$ cat config.mk
export PLATFORM = sky130hd
export DESIGN_NAME = dcp_spi_top
export DESIGN_NICKNAME = d
export VERILOG_FILES = /design/src/rtl/dcp_pkg.sv /design/src/rtl/dcp_spi_sync.sv /design/src/rtl/dcp_frame.sv /design/src/rtl/dcp_regfile.sv /design/src/rtl/dcp_spi_top.sv
export SDC_FILE = /design/constraint.sdc
export NUM_CORES = 1
export LEC_CHECK = 0
export ABC_AREA = 0
export BUFFER_PORTS_ARGS = -buffer_cell sky130_fd_sc_hd__buf_2
export CORE_MARGIN = 2
export CORE_UTILIZATION = 42
export DETAILED_ROUTE_END_ITERATION = 7
export SYNTH_ARGS = -nofsm -noshare
export SYNTH_HDL_FRONTEND = slang
export SYNTH_HIERARCHICAL = 1
export SYNTH_SLANG_ARGS = --single-unit
$ cat constraint.sdc
create_clock -name clk_i -period 2.5 [get_ports clk_i]
set_input_delay 0.25 -clock clk_i [delete_from_list [all_inputs] [get_ports clk_i]]
set_output_delay 0.25 -clock clk_i [all_outputs]
set_load 0.01 [all_outputs]
$ cat src/rtl/dcp_pkg.sv
package dcp_pkg;
  localparam int WCR_W  = 10;
  localparam int NDR    = 4;
  localparam int SEL_W  = $clog2(NDR);
  localparam int WORD_W = 16;
  localparam int CNT_W  = 6;
  localparam logic [3:0] DEV_ID = 4'b0101;

  typedef enum logic [2:0] {
    OP_NOP    = 3'd0,
    OP_RD_WCR = 3'd1,
    OP_WR_WCR = 3'd2,
    OP_RD_DR  = 3'd3,
    OP_WR_DR  = 3'd4,
    OP_RD_ST  = 3'd5,
    OP_DR2W   = 3'd6,
    OP_W2DR   = 3'd7
  } op_e;

  function automatic logic is_rd(op_e op);
    return (op == OP_RD_WCR) || (op == OP_RD_DR) || (op == OP_RD_ST);
  endfunction

  function automatic logic is_wr(op_e op);
    return (op == OP_WR_WCR) || (op == OP_WR_DR) || (op == OP_DR2W) || (op == OP_W2DR);
  endfunction

  function automatic logic [CNT_W-1:0] frame_len(op_e op);
    return ((op == OP_DR2W) || (op == OP_W2DR)) ? CNT_W'(16) : CNT_W'(32);
  endfunction
endpackage

$ cat src/rtl/dcp_spi_sync.sv
module dcp_spi_sync #(
  parameter int STAGES = 2
) (
  input  logic clk_i,
  input  logic rst_ni,
  input  logic sck_i,
  input  logic cs_ni,
  input  logic si_i,
  output logic sck_rise_o,
  output logic sck_fall_o,
  output logic cs_act_o,
  output logic cs_rise_o,
  output logic si_o
);
  // bit order {sck, cs_n, si}; idle value 3'b010
  logic [2:0] sync_q [STAGES];
  logic       sck_d_q, cs_d_q;
  logic [2:0] last;

  always_ff @(posedge clk_i or negedge rst_ni) begin
    if (!rst_ni) begin
      for (int i = 0; i < STAGES; i++) sync_q[i] <= 3'b010;
      sck_d_q <= 1'b0;
      cs_d_q  <= 1'b1;
    end else begin
      sync_q[0] <= {sck_i, cs_ni, si_i};
      for (int i = 1; i < STAGES; i++) sync_q[i] <= sync_q[i-1];
      sck_d_q <= sync_q[STAGES-1][2];
      cs_d_q  <= sync_q[STAGES-1][1];
    end
  end

  assign last       = sync_q[STAGES-1];
  assign sck_rise_o = last[2] & ~sck_d_q;
  assign sck_fall_o = ~last[2] & sck_d_q;
  assign cs_act_o   = ~last[1];
  assign cs_rise_o  = last[1] & ~cs_d_q;
  assign si_o       = last[0];
endmodule

$ cat src/rtl/dcp_frame.sv
module dcp_frame
  import dcp_pkg::*;
#(
  parameter logic [3:0] DEV_ADDR = 4'h0
) (
  input  logic              clk_i,
  input  logic              rst_ni,
  input  logic              sck_rise_i,
  input  logic              sck_fall_i,
  input  logic              cs_act_i,
  input  logic              cs_rise_i,
  input  logic              si_i,
  input  logic [WORD_W-1:0] rd_word_i,
  output op_e               rd_op_o,
  output logic [SEL_W-1:0]  rd_sel_o,
  output logic              cmd_vld_o,
  output op_e               cmd_op_o,
  output logic [SEL_W-1:0]  cmd_sel_o,
  output logic [WCR_W-1:0]  cmd_data_o,
  output logic              so_o,
  output logic              so_oe_o
);
  logic [CNT_W-1:0]  bit_cnt_q;
  logic [7:0]        sh_q;
  logic [7:0]        byte_w;
  logic              id_ok_q;
  op_e               op_q;
  logic [SEL_W-1:0]  sel_q;
  logic [WCR_W-1:0]  data_q;
  logic [WORD_W-1:0] out_q;
  logic              oe_q;
  logic              cmd_vld_q;
  op_e               cmd_op_q;
  logic [SEL_W-1:0]  cmd_sel_q;
  logic [WCR_W-1:0]  cmd_data_q;

  assign byte_w = {sh_q[6:0], si_i};

  // receive path
  always_ff @(posedge clk_i or negedge rst_ni) begin
    if (!rst_ni) begin
      bit_cnt_q <= '0;
      sh_q      <= '0;
      id_ok_q   <= 1'b0;
      op_q      <= OP_NOP;
      sel_q     <= '0;
      data_q    <= '0;
    end else if (!cs_act_i) begin
      bit_cnt_q <= '0;
      id_ok_q   <= 1'b0;
      op_q      <= OP_NOP;
    end else if (sck_rise_i) begin
      sh_q <= byte_w;
      if (bit_cnt_q != '1) bit_cnt_q <= bit_cnt_q + 1'b1;
      if (bit_cnt_q == CNT_W'(7))
        id_ok_q <= (byte_w[7:4] == DEV_ID) && (byte_w[3:0] == DEV_ADDR);
      if (bit_cnt_q == CNT_W'(15)) begin
        op_q  <= op_e'(byte_w[7:5]);
        sel_q <= byte_w[SEL_W-1:0];
      end
      if ((bit_cnt_q >= CNT_W'(16)) && (bit_cnt_q < CNT_W'(32)))
        data_q <= {data_q[WCR_W-2:0], si_i};
    end
  end

  // commit on chip-select release, exact length only
  always_ff @(posedge clk_i or negedge rst_ni) begin
    if (!rst_ni) begin
      cmd_vld_q  <= 1'b0;
      cmd_op_q   <= OP_NOP;
      cmd_sel_q  <= '0;
      cmd_data_q <= '0;
    end else begin
      cmd_vld_q <= cs_rise_i && id_ok_q && is_wr(op_q) && (bit_cnt_q == frame_len(op_q));
      if (cs_rise_i) begin
        cmd_op_q   <= op_q;
        cmd_sel_q  <= sel_q;
        cmd_data_q <= data_q;
      end
    end
  end

  // transmit path, shifts after SCK falling edges
  always_ff @(posedge clk_i or negedge rst_ni) begin
    if (!rst_ni) begin
      out_q <= '0;
      oe_q  <= 1'b0;
    end else if (!cs_act_i) begin
      oe_q <= 1'b0;
    end else if (sck_fall_i) begin
      if (id_ok_q && is_rd(op_q) && (bit_cnt_q == CNT_W'(16))) begin
        out_q <= rd_word_i;
        oe_q  <= 1'b1;
      end else if (oe_q) begin
        if (bit_cnt_q == CNT_W'(32)) oe_q <= 1'b0;
        else                         out_q <= {out_q[WORD_W-2:0], 1'b0};
      end
    end
  end

  assign rd_op_o    = op_q;
  assign rd_sel_o   = sel_q;
  assign cmd_vld_o  = cmd_vld_q;
  assign cmd_op_o   = cmd_op_q;
  assign cmd_sel_o  = cmd_sel_q;
  assign cmd_data_o = cmd_data_q;
  assign so_o       = oe_q & out_q[WORD_W-1];
  assign so_oe_o    = oe_q;

  AST_OE_IDLE: assert property (@(posedge clk_i) disable iff (!rst_ni)
    !cs_act_i |=> !so_oe_o);
  AST_OE_READ_ONLY: assert property (@(posedge clk_i) disable iff (!rst_ni)
    so_oe_o |-> (id_ok_q && is_rd(op_q)));
  AST_CMD_AT_RELEASE: assert property (@(posedge clk_i) disable iff (!rst_ni)
    cmd_vld_o |-> $past(cs_rise_i));
endmodule

$ cat src/rtl/dcp_regfile.sv
module dcp_regfile
  import dcp_pkg::*;
#(
  parameter int NV_CYC  = 2000,
  parameter int WRL_CYC = 4
) (
  input  logic              clk_i,
  input  logic              rst_ni,
  input  logic              cmd_vld_i,
  input  op_e               cmd_op_i,
  input  logic [SEL_W-1:0]  cmd_sel_i,
  input  logic [WCR_W-1:0]  cmd_data_i,
  input  op_e               rd_op_i,
  input  logic [SEL_W-1:0]  rd_sel_i,
  output logic [WORD_W-1:0] rd_word_o,
  output logic [WCR_W-1:0]  wiper_o
);
  localparam int NV_W = $clog2(NV_CYC + 1);
  localparam int DL_W = $clog2(WRL_CYC + 1);

  logic [WCR_W-1:0] wcr_q, wiper_q, nv_dat_q, wcr_nxt;
  logic [WCR_W-1:0] dr_q [NDR];
  logic [SEL_W-1:0] nv_sel_q;
  logic [NV_W-1:0]  busy_q;
  logic [DL_W-1:0]  dly_q;
  logic             wip, acc, wcr_we, nv_start, nv_done;

  assign wip      = (busy_q != '0);
  assign acc      = cmd_vld_i && !wip;
  assign wcr_we   = acc && ((cmd_op_i == OP_WR_WCR) || (cmd_op_i == OP_DR2W));
  assign nv_start = acc && ((cmd_op_i == OP_WR_DR) || (cmd_op_i == OP_W2DR));
  assign nv_done  = (busy_q == NV_W'(1));
  assign wcr_nxt  = (cmd_op_i == OP_DR2W) ? dr_q[cmd_sel_i] : cmd_data_i;

  // volatile wiper counter and settling delay
  always_ff @(posedge clk_i or negedge rst_ni) begin
    if (!rst_ni) begin
      wcr_q   <= '0;
      wiper_q <= '0;
      dly_q   <= '0;
    end else begin
      if (wcr_we) begin
        wcr_q <= wcr_nxt;
        dly_q <= DL_W'(WRL_CYC);
      end else if (dly_q != '0) begin
        dly_q <= dly_q - 1'b1;
      end
      if (!wcr_we && (dly_q == DL_W'(1))) wiper_q <= wcr_q;
    end
  end

  // nonvolatile write model
  always_ff @(posedge clk_i or negedge rst_ni) begin
    if (!rst_ni) begin
      busy_q   <= '0;
      nv_sel_q <= '0;
      nv_dat_q <= '0;
    end else if (nv_start) begin
      busy_q   <= NV_W'(NV_CYC);
      nv_sel_q <= cmd_sel_i;
      nv_dat_q <= (cmd_op_i == OP_W2DR) ? wcr_q : cmd_data_i;
    end else if (wip) begin
      busy_q <= busy_q - 1'b1;
    end
  end

  always_ff @(posedge clk_i or negedge rst_ni) begin
    if (!rst_ni) begin
      for (int i = 0; i < NDR; i++) dr_q[i] <= '0;
    end else if (nv_done) begin
      for (int i = 0; i < NDR; i++)
        if (nv_sel_q == SEL_W'(i)) dr_q[i] <= nv_dat_q;
    end
  end

  always_comb begin
    rd_word_o = '0;
    case (rd_op_i)
      OP_RD_WCR: rd_word_o[WCR_W-1:0] = wcr_q;
      OP_RD_DR:  rd_word_o[WCR_W-1:0] = dr_q[rd_sel_i];
      OP_RD_ST:  rd_word_o[0]         = wip;
      default:   rd_word_o            = '0;
    endcase
  end

  assign wiper_o = wiper_q;

  AST_WIP_FROM_CMD: assert property (@(posedge clk_i) disable iff (!rst_ni)
    $rose(wip) |-> $past(cmd_vld_i));
  AST_BUSY_WCR_HOLD: assert property (@(posedge clk_i) disable iff (!rst_ni)
    (cmd_vld_i && wip) |=> $stable(wcr_q));
  AST_WIPER_SETTLED: assert property (@(posedge clk_i) disable iff (!rst_ni)
    (dly_q == '0) |-> (wiper_q == wcr_q));
  AST_DR_HOLD_BUSY: assert property (@(posedge clk_i) disable iff (!rst_ni)
    (wip && !nv_done) |=> $stable(dr_q[nv_sel_q]));
endmodule

$ cat src/rtl/dcp_spi_top.sv
module dcp_spi_top
  import dcp_pkg::*;
#(
  parameter int         NV_CYC   = 2000,
  parameter int         WRL_CYC  = 4,
  parameter logic [3:0] DEV_ADDR = 4'h0
) (
  input  logic             clk_i,
  input  logic             rst_ni,
  input  logic             sck_i,
  input  logic             cs_ni,
  input  logic             si_i,
  output logic             so_o,
  output logic             so_oe_o,
  output logic [WCR_W-1:0] wiper_o
);
  logic              sck_rise, sck_fall, cs_act, cs_rise, si_s;
  logic [WORD_W-1:0] rd_word;
  op_e               rd_op, cmd_op;
  logic [SEL_W-1:0]  rd_sel, cmd_sel;
  logic              cmd_vld;
  logic [WCR_W-1:0]  cmd_data;

  dcp_spi_sync #(.STAGES(2)) u_sync (
    .clk_i(clk_i), .rst_ni(rst_ni), .sck_i(sck_i), .cs_ni(cs_ni), .si_i(si_i),
    .sck_rise_o(sck_rise), .sck_fall_o(sck_fall), .cs_act_o(cs_act),
    .cs_rise_o(cs_rise), .si_o(si_s)
  );

  dcp_frame #(.DEV_ADDR(DEV_ADDR)) u_frame (
    .clk_i(clk_i), .rst_ni(rst_ni), .sck_rise_i(sck_rise), .sck_fall_i(sck_fall),
    .cs_act_i(cs_act), .cs_rise_i(cs_rise), .si_i(si_s), .rd_word_i(rd_word),
    .rd_op_o(rd_op), .rd_sel_o(rd_sel), .cmd_vld_o(cmd_vld), .cmd_op_o(cmd_op),
    .cmd_sel_o(cmd_sel), .cmd_data_o(cmd_data), .so_o(so_o), .so_oe_o(so_oe_o)
  );

  dcp_regfile #(.NV_CYC(NV_CYC), .WRL_CYC(WRL_CYC)) u_regs (
    .clk_i(clk_i), .rst_ni(rst_ni), .cmd_vld_i(cmd_vld), .cmd_op_i(cmd_op),
    .cmd_sel_i(cmd_sel), .cmd_data_i(cmd_data), .rd_op_i(rd_op), .rd_sel_i(rd_sel),
    .rd_word_o(rd_word), .wiper_o(wiper_o)
  );
endmodule

======== After elaboration in Yosys (flattened, before gate mapping) ========
Index checks and enable logic that the tools add are counted.
cells by class
  mux-type cells .......................... 32
  reduce and logical (&&, ||, !) cells .... 44
  $add $sub $neg .......................... 3
  eq/ne operators ......................... 24
  bitwise gates (word level) .............. 10
  $lt $le $gt $ge ......................... 4
operator list
  cell                                                                     count
  10-bit two-way mux                                                       6
  16-bit two-way mux                                                       3
  10-bit binary-select mux with 2-bit select                               2
  6-bit two-way mux                                                        4
  11-bit two-way mux                                                       2
  3-bit equality test (second input constant)                              7
  9-bit one-hot mux with 2 select lines                                    1
  2-bit AND reduction                                                      8
  2-bit nonzero test                                                       8
  3-bit two-way mux                                                        5
  11-bit by 1-bit equality test with 1-bit output (second input constant)  1
  1-bit logical AND                                                        11
  11-bit nonzero test                                                      1
  11-bit by 1-bit subtractor with 11-bit output (second input constant)    1
  3-bit by 2-bit equality test with 1-bit output (second input constant)   3
  1-bit logical OR                                                         8
  1-bit two-way mux                                                        8
  6-bit by 1-bit adder with 6-bit output (second input constant)           1
  3-bit by 1-bit equality test with 1-bit output (second input constant)   2
  6-bit by 3-bit equality test with 1-bit output (second input constant)   1
  6-bit by 4-bit equality test with 1-bit output (second input constant)   1
  6-bit by 5-bit equality test with 1-bit output (second input constant)   1
  6-bit equality test                                                      1
  6-bit equality test (second input constant)                              1
  19 further kinds                                                         30
storage, ports and cells
  output and inout port bits .............. 12
  word-level logic and storage cells ...... 143
  input bits .............................. 5
  bits in registers ....................... 156

======== Depth between registers and ports, before layout ========
Gate-level depths: netlist of the first run.
  depth after elaboration ................. 8
  depth in mapped cells ................... 8
  mapped depth without buffers ............ 8

======== Cells and area by module ========
Netlist of the first run, hierarchy kept.
by module, submodules not included
  module        times used  area an instance (um2)  sequential area each (um2)  cells an instance
  dcp_regfile   1           4,478.0                 2,152.1                     331
  dcp_frame     1           2,743.9                 1,551.5                     207
  dcp_spi_sync  1           229.0                   203.9                       12

======== Least setup slack after synthesis of the first run ========
OpenSTA, ideal clock, no wires.
  kind .................................... reg-to-reg
  from .................................... register u_regs.busy_q[0]
  to ...................................... register u_frame.out_q[0]
  setup time .............................. 126 ps
  required time ........................... 2,374 ps
  data arrival time ....................... 2,036 ps
  slack ................................... 338 ps
  cell stages (with the launch flop) ...... 9
  period minus slack after synthesis ...... 2,162 ps
  path buffers ............................ 0
  path through ............................ dfrtp_1 -> inv_1 -> ha_1 -> or4b_2 -> nor4_2 -> o21ai_0 -> o211a_1 -> nand3_1 -> o21ai_0
between the ends
  longest elaborated chain between the ends .. 3
ends and longest elaborated chain
  what                                   RTL line           source
  from (decl)                            dcp_regfile.sv:24  logic [NV_W-1:0] busy_q;
  from (signal assigned)                 dcp_regfile.sv:59  busy_q <= NV_W'(NV_CYC);
  from (signal assigned)                 dcp_regfile.sv:63  busy_q <= busy_q - 1'b1;
  11-bit nonzero test                    dcp_regfile.sv:28  assign wip = (busy_q != '0);
  1-bit one-hot mux with 3 select lines  dcp_regfile.sv:78  case (rd_op_i)
  net rd_word[0]                         dcp_spi_top.sv:18  logic [WORD_W-1:0] rd_word;
  16-bit two-way mux                     dcp_frame.sv:91    if (id_ok_q && is_rd(op_q) && (bit_cnt_q == CNT_W'(16))) begin
  to (signal assigned)                   dcp_frame.sv:92    out_q <= rd_word_i;
  to (signal assigned)                   dcp_frame.sv:96    else out_q <= {out_q[WORD_W-2:0], 1'b0};
  to (decl)                              dcp_frame.sv:30    logic [WORD_W-1:0] out_q;
The timed path passes the listed nets, and every way through them passes these cells.
A chain may end at the register's enable or synchronous reset.

======== Worst setup path after layout of the first run ========
Same ends and word-level chain as after synthesis.

==> flow_metrics.env, run 1 <==
export IMPL_outcome="complete, no violations"
export IMPL_area_delta_synth_final_pct=14.4
export IMPL_syn_inst=550
export IMPL_grt_pass1_wl_um=26500
export IMPL_drt_drc_violations_left=0
export IMPL_routedWlPerCell_um=19.9
export IMPL_fin_worst_hold_slack_ps=341
export IMPL_cp_end_kind="register"
export IMPL_clock_sinks=156
export IMPL_start_util_pct=43.1
export IMPL_relSlewSlack_pct=51.0
export IMPL_finalHoldViolCount=0
export IMPL_synth_area_um2=7450
export IMPL_cts_made_buffers=17
export IMPL_worstSkewPairLatency_ps=420
export IMPL_ant_nets=0
export IMPL_drt_pass1_iterations=4
export IMPL_cts_tree="yes"
export IMPL_ys_types=58
export IMPL_diodes=0
export IMPL_die_area_um2=18800
export IMPL_dp_hpwl_um=11100
export IMPL_die_width_um=137
export IMPL_yosys_warnings=6
export IMPL_path_max_fanout=7
export IMPL_synth_seq_cells=156
export IMPL_crit_required_ps=2770
export IMPL_grt_start_max_net_pins=53
export IMPL_ff_latch_area_um2=3910
export IMPL_cts_buffer_depth=2
export IMPL_tightest_slew_ps=732
export IMPL_rsz0062_at_grt="no"
export IMPL_grt_ovfl_total=0
export IMPL_leakage_nw=4.02
export IMPL_synth_main_ff_cell="dfrtp_1"
export IMPL_totalWireLength_um=16300
export IMPL_worstPathArrival_ps=2620
export IMPL_skew_ps=8.65
export IMPL_routabilityCongestion=0.834
export IMPL_global_route_usage_total_pct=19.0
export IMPL_drv_cap=0
export IMPL_cts_clk_slew_worst_paths_ps=60
export IMPL_antenna_found_initial=0
export IMPL_synth_top_area_share_pct=51.4
export IMPL_synth_edff_count=0
export IMPL_numPortBuffers=16
export IMPL_grt_pass1_vias=4810
export IMPL_coreArea_um2=17300
export IMPL_die_h_um=137
export IMPL_crit_type="reg2reg"
export IMPL_p_per_area_nw_per_um2=657
export IMPL_hp_class="in2async"
export IMPL_finalSetupTns_ps=0
export IMPL_ys_seq_area_share_pct=52.4
export IMPL_synth_largest_area_cell="dfrtp_1"
export IMPL_period_share_pct=94.1
export IMPL_fmax_mhz=425
export IMPL_vias=4553
export IMPL_htreeDepth=4
export IMPL_layout_nets=597
export IMPL_pin_count=17
export IMPL_routed_via_density=5.54
export IMPL_synth_top_cells_by_area="dfrtp_1, mux2_2, mux4_2, mux2i_1, o21ai_0"
export IMPL_setup_viol=0
export IMPL_clockRootBuffer="clkbuf_16"
export IMPL_cp_start_kind="register"
export IMPL_async_flop_share_pct=100
export IMPL_fillerInstances=1536
export IMPL_row_count=48
export IMPL_drtIter0Drc=351
export IMPL_syn_area_per_cell_um2=13.5
export IMPL_period_needed_ps=2350
export IMPL_drive_gt1_share_pct=36.3
export IMPL_multi_input_area_um2=3340
export IMPL_peakVddDrop_uv=449
export IMPL_drv_slew=0
registers in the layout, indices dropped and copies added (netlist names), 2 cells and up:
register / flops
u_regs/wcr_q: 10
u_regs/dr_q: 40
u_regs/busy_q: 11
u_frame/rd_sel_o: 2
u_regs/wiper_o: 10
u_regs/dly_q: 3
u_sync/last: 3
u_sync/sync_q: 3
u_frame/sh_q: 7
u_frame/cmd_op_o: 3
u_regs/nv_sel_q: 2
u_frame/rd_op_o: 3
u_frame/data_q: 10
u_frame/bit_cnt_q: 6
u_frame/cmd_data_o: 10
u_regs/nv_dat_q: 10
u_frame/cmd_sel_o: 2
u_frame/out_q: 16
worst max-delay path, stage by stage (launching register included):
cell	delay, ps
dfrtp_1	440
inv_1	120
ha_1	170
or4b_2	670
nor4_2	240
buf_4	190
o21ai_0	90
o211a_1	160
nand3_1	60
o21ai_0	70
synth_stat cells (all sizes together), types with 4 or more instances:
cell type  number
dfrtp         153
mux2          108
o21ai          31
mux2i          24
buf            22
nor2           22
mux4           20
nand2          20
o22ai          16
a2bb2oi        15
inv            15
nand3          11
ha              8
or4             8
clkbuf          7
nand4           6
a21oi           4
and2            4
nor2b           4
nor4            4
o211ai          4
or3             4
logic make-up (layout without fill, tap and decap cells):
logic type               Yosys count  after routing  synth area share (%)
AO/OA/AOI/OAI                     79             79                  8.01
XOR/XNOR                           5              5                 0.588
adder cells (fa/ha/maj)            9              9                  1.48
buffers and inverters             45             87                  2.96
flip-flops                       156            156                  52.4
multiplexers                     152            152                  25.9
other                              1              6                0.0503
AND/OR/NAND/NOR                  103            103                  8.53
report_power, final:
group	switching (mW)	internal, mW
logic	0.0899	0.0661
registers	0.0422	2.58
clock network	0.992	1.83
worst paths after layout:
kind | start | end | slack, ps | cells past startpoint
worst max-delay path | u_regs/busy_q[0]$_DFFE_PN0P_ | u_frame/out_q[0]$_DFFE_PN0P_ | 150 | 9
worst min register to register | u_sync/sync_q[5]$_DFF_PN0_ | u_sync/last[2]$_DFF_PN0_ | 350 | 0
worst max register to register | u_regs/busy_q[0]$_DFFE_PN0P_ | u_frame/out_q[0]$_DFFE_PN0P_ | 150 | 9
worst min-delay path | rst_ni | u_regs/busy_q[4]$_DFFE_PN0P_ | 340 | 2
max in group asynchronous | rst_ni | u_regs/nv_dat_q[0]$_DFFE_PN0P_ | 1320 | 3
min in group clk_i | u_sync/sync_q[5]$_DFF_PN0_ | u_sync/last[2]$_DFF_PN0_ | 350 | 0
metal layers:
metal / track usage, % / vias to the layer above / wire length (um)
met5: 0 / - / 0
met4: 6.99 / 0 / 367
met3: 3.53 / 24 / 550
met2: 30.0 / 97 / 7890
met1: 26.1 / 2323 / 7520
li1: - / 2109 / -
final cells by class:
class / instances / area share (%)
clock buffers: 22 / 5.45
multi-input cells: 354 / 39.2
inverters: 16 / 0.705
clock inverters: 10 / 2.20
well taps: 225 / 3.30
flip-flops and latches: 156 / 45.8
repair buffers: 39 / 3.30
placed cells by master (no fill, tap or decap), types with 8 or more instances in the layout:
master / instances
mux2i_1: 24
nor2_1: 22
nand2_1: 19
or4_1: 8
o21ai_0: 31
buf_2: 15
clkbuf_16: 17
mux4_2: 20
ha_1: 8
dfrtp_1: 153
buf_4: 18
nand3_1: 11
inv_1: 15
mux2_2: 99
a2bb2oi_2: 9
o22ai_1: 16
timing repair:
action / in CTS / in global routing
buffers inserted: 0 / 0
hold buffers: 4 / 0
gates resized for setup: 0 / 0
endpoints found under the hold margin: 52 / 0
endpoints found under the setup margin: 0 / 0
per-stage QoR:
stage	instances	utilization [%]	power, mW	area (um^2)	setup slack, ps
5_1_grt	822	49.3	5.80	8520	59.2
4_1_cts	822	49.3	5.66	8520	159
6_report	822	49.3	5.60	8520	147
2_1_floorplan	555	-	2.74	7470	338
3_3_place_gp	786	45.3	2.81	7830	273
3_5_place_dp	786	45.3	2.82	7830	193
Power figures use the tool's default switching activity.
==> inputs of run 2 (changes only) <==
Settings changed: MAX_ROUTING_LAYER from default to met4.
==> run 2 against run 1 <==
  * Cell area unchanged
  * Critical path type unchanged
  * Non-clock buffer count unchanged
  * Global-route usage increased by 0.54 points
  * Register-to-register slack about the same
  * Highest routed layer unchanged
  * First-iteration DRC count decreased by 14%
  * Combinational power about the same
==> flow_metrics.env, run 2 (synthesis results as in run 1) <==
export IMPL_drt_drc_violations_left=0
export IMPL_relSlewSlack_pct=49.8
export IMPL_numPortBuffers=16
export IMPL_dp_hpwl_um=11100
export IMPL_cts_buffer_depth=2
export IMPL_pre_cts_ws_ps=193
export IMPL_setup_viol=0
export IMPL_period_share_pct=94.4
export IMPL_grt_ovfl_total=0
export IMPL_die_width_um=137
export IMPL_final_cells=822
export IMPL_crit_type="reg2reg"
export IMPL_startpoint="u_regs/busy_q[0]$_DFFE_PN0P_"
export IMPL_internal_power_mw=4.47
export IMPL_postCtsResizedCells=0
export IMPL_drv_slew=0
export IMPL_worstPathArrival_ps=2630
export IMPL_routedWlPerCell_um=19.9
export IMPL_fmax_mhz=424
export IMPL_htreeDepth=4
export IMPL_routed_via_density=5.55
export IMPL_largest_reg_flops=40
export IMPL_r2r_start="u_regs/busy_q[0]$_DFFE_PN0P_"
export IMPL_final_common_cell="dfrtp_1"
export IMPL_skew_ps=8.59
export IMPL_peakVddDrop_uv=445
export IMPL_fin_ws_ps=140
export IMPL_mostFrequentLayoutCells="dfrtp_1, mux2_2, o21ai_0, mux2i_1, nor2_1"
export IMPL_grt_start_max_net_pins=53
export IMPL_worstPathCellList="inv_1, ha_1, or4b_2, nor4_2, buf_4, o21ai_0, o211a_1, nand3_1, o21ai_0"
export IMPL_p_total_mw=5.60
export IMPL_grt_pass1_vias=4814
export IMPL_postCtsHoldBufs=4
export IMPL_final_util_pct=49.3
export IMPL_critical_path_slowest_cell="or4b_2"
export IMPL_worstSkewPairLatency_ps=420
export IMPL_outcome="complete, no violations"
export IMPL_cts_clk_slew_worst_paths_ps=60
export IMPL_cp_start_kind="register"
export IMPL_start_util_pct=43.1
export IMPL_drv_cap=0
export IMPL_die_h_um=137
export IMPL_layout_nets=597
export IMPL_clockRootBuffer="clkbuf_16"
export IMPL_fillerInstances=1536
export IMPL_totalWireLength_um=16400
export IMPL_dpl_cell_count=786
export IMPL_p_switching_mw=1.12
export IMPL_switching_share_pct=20.1
export IMPL_grt_pass1_wl_um=26500
export IMPL_crit_required_ps=2770
export IMPL_routabilityCongestion=0.850
export IMPL_area_delta_synth_final_pct=14.4
export IMPL_vias=4561
export IMPL_path_max_fanout=7
export IMPL_cts_tree="yes"
export IMPL_cts_made_buffers=17
export IMPL_finalHoldViolCount=0
export IMPL_die_area_um2=18800
export IMPL_p_per_area_nw_per_um2=657
export IMPL_p_seq_share_pct=46.9
export IMPL_leakage_nw=4.02
export IMPL_reg_top3="u_regs/dr_q x40, u_frame/out_q x16, u_regs/busy_q x11"
export IMPL_antenna_found_initial=0
export IMPL_hp_class="in2async"
export IMPL_pwr_share_clk_pct=50.3
export IMPL_pin_count=17
export IMPL_cp_end_kind="register"
export IMPL_global_route_usage_total_pct=19.5
export IMPL_clock_sinks=156
export IMPL_drive_gt1_share_pct=36.3
export IMPL_coreArea_um2=17300
export IMPL_max_stage_delay_ps=670
export IMPL_regMostFlops="u_regs/dr_q"
export IMPL_path_common_cell="o21ai_0"
export IMPL_diodes=0
export IMPL_finalSetupTns_ps=0
export IMPL_period_needed_ps=2360
export IMPL_row_count=48
export IMPL_ant_nets=0
export IMPL_drtIter0Drc=303
export IMPL_combPwrFrac_pct=2.8
export IMPL_rsz0062_at_grt="no"
export IMPL_drt_pass1_iterations=5
export IMPL_postCtsSetupRepairBufs=0
export IMPL_tightest_slew_ps=751
-- run 2: cell counts in the layout (fill, tap and decap cells not counted) --
No cell type changed its count.
-- run 2: power groups by stage --
| stage | clock (mW) | combinational (mW) | sequential [mW] |
|---|---|---|---|
| after floorplan | 0 | 0.0860 | 2.65 |
| after global placement | 0 | 0.149 | 2.66 |
| after detailed placement | 0 | 0.155 | 2.67 |
| after CTS | 2.88 | 0.161 | 2.62 |
| after global routing | 2.99 | 0.179 | 2.63 |
| final | 2.82 | 0.156 | 2.62 |
-- run 2: path summary, 6_finish.rpt --
path | end | slack, ps | depth (start not counted)
min in group clk_i | u_sync/last[2]$_DFF_PN0_ | 350 | 0
hold / removal | u_regs/busy_q[4]$_DFFE_PN0P_ | 340 | 2
setup / recovery | u_frame/out_q[0]$_DFFE_PN0P_ | 140 | 9
max in group asynchronous | u_regs/nv_dat_q[0]$_DFFE_PN0P_ | 1320 | 3
setup reg to reg | u_frame/out_q[0]$_DFFE_PN0P_ | 140 | 9
hold reg to reg | u_sync/last[2]$_DFF_PN0_ | 350 | 0
-- run 2: layout make-up --
| cell class | instances | area, um^2 | area share (%) |
|---|---|---|---|
| sequential | 156 | 3910 | 45.8 |
| multi-input combinational | 354 | 3340 | 39.2 |
| clock buffer | 22 | 464 | 5.45 |
| timing repair buffer | 39 | 282 | 3.30 |
| tap | 225 | 282 | 3.30 |
| clock inverter | 10 | 188 | 2.20 |
| inverter | 16 | 60.1 | 0.705 |
-- run 2: worst max-delay path, delay by kind of cell, from the launching register on --
family	cells	cell delay, ps
AOI/OAI and AO/OA	3	320
buffers and inverters	2	310
and+or+nand+nor	3	970
DFF	1	440
adders and majority gates	1	170
-- run 2: routing by layer --
| layer | vias to the layer above | GRT usage (%) | routed length [um] |
|---|---|---|---|
| met3 | 23 | 3.42 | 596 |
| met2 | 96 | 30.1 | 7930 |
| met4 | 0 | 6.99 | 373 |
| met5 | - | - | 0 |
| li1 | 2112 | - | - |
| met1 | 2330 | 26.1 | 7450 |
-- run 2: per-stage QoR --
| stage | hold WS [ps] | instance area [um^2] |
|---|---|---|
| floorplan | -45.6 | 7470 |
| global placement | 235 | 7830 |
| detailed placement | 239 | 7830 |
| CTS | 349 | 8520 |
| global route | 360 | 8520 |
| finish | 341 | 8520 |
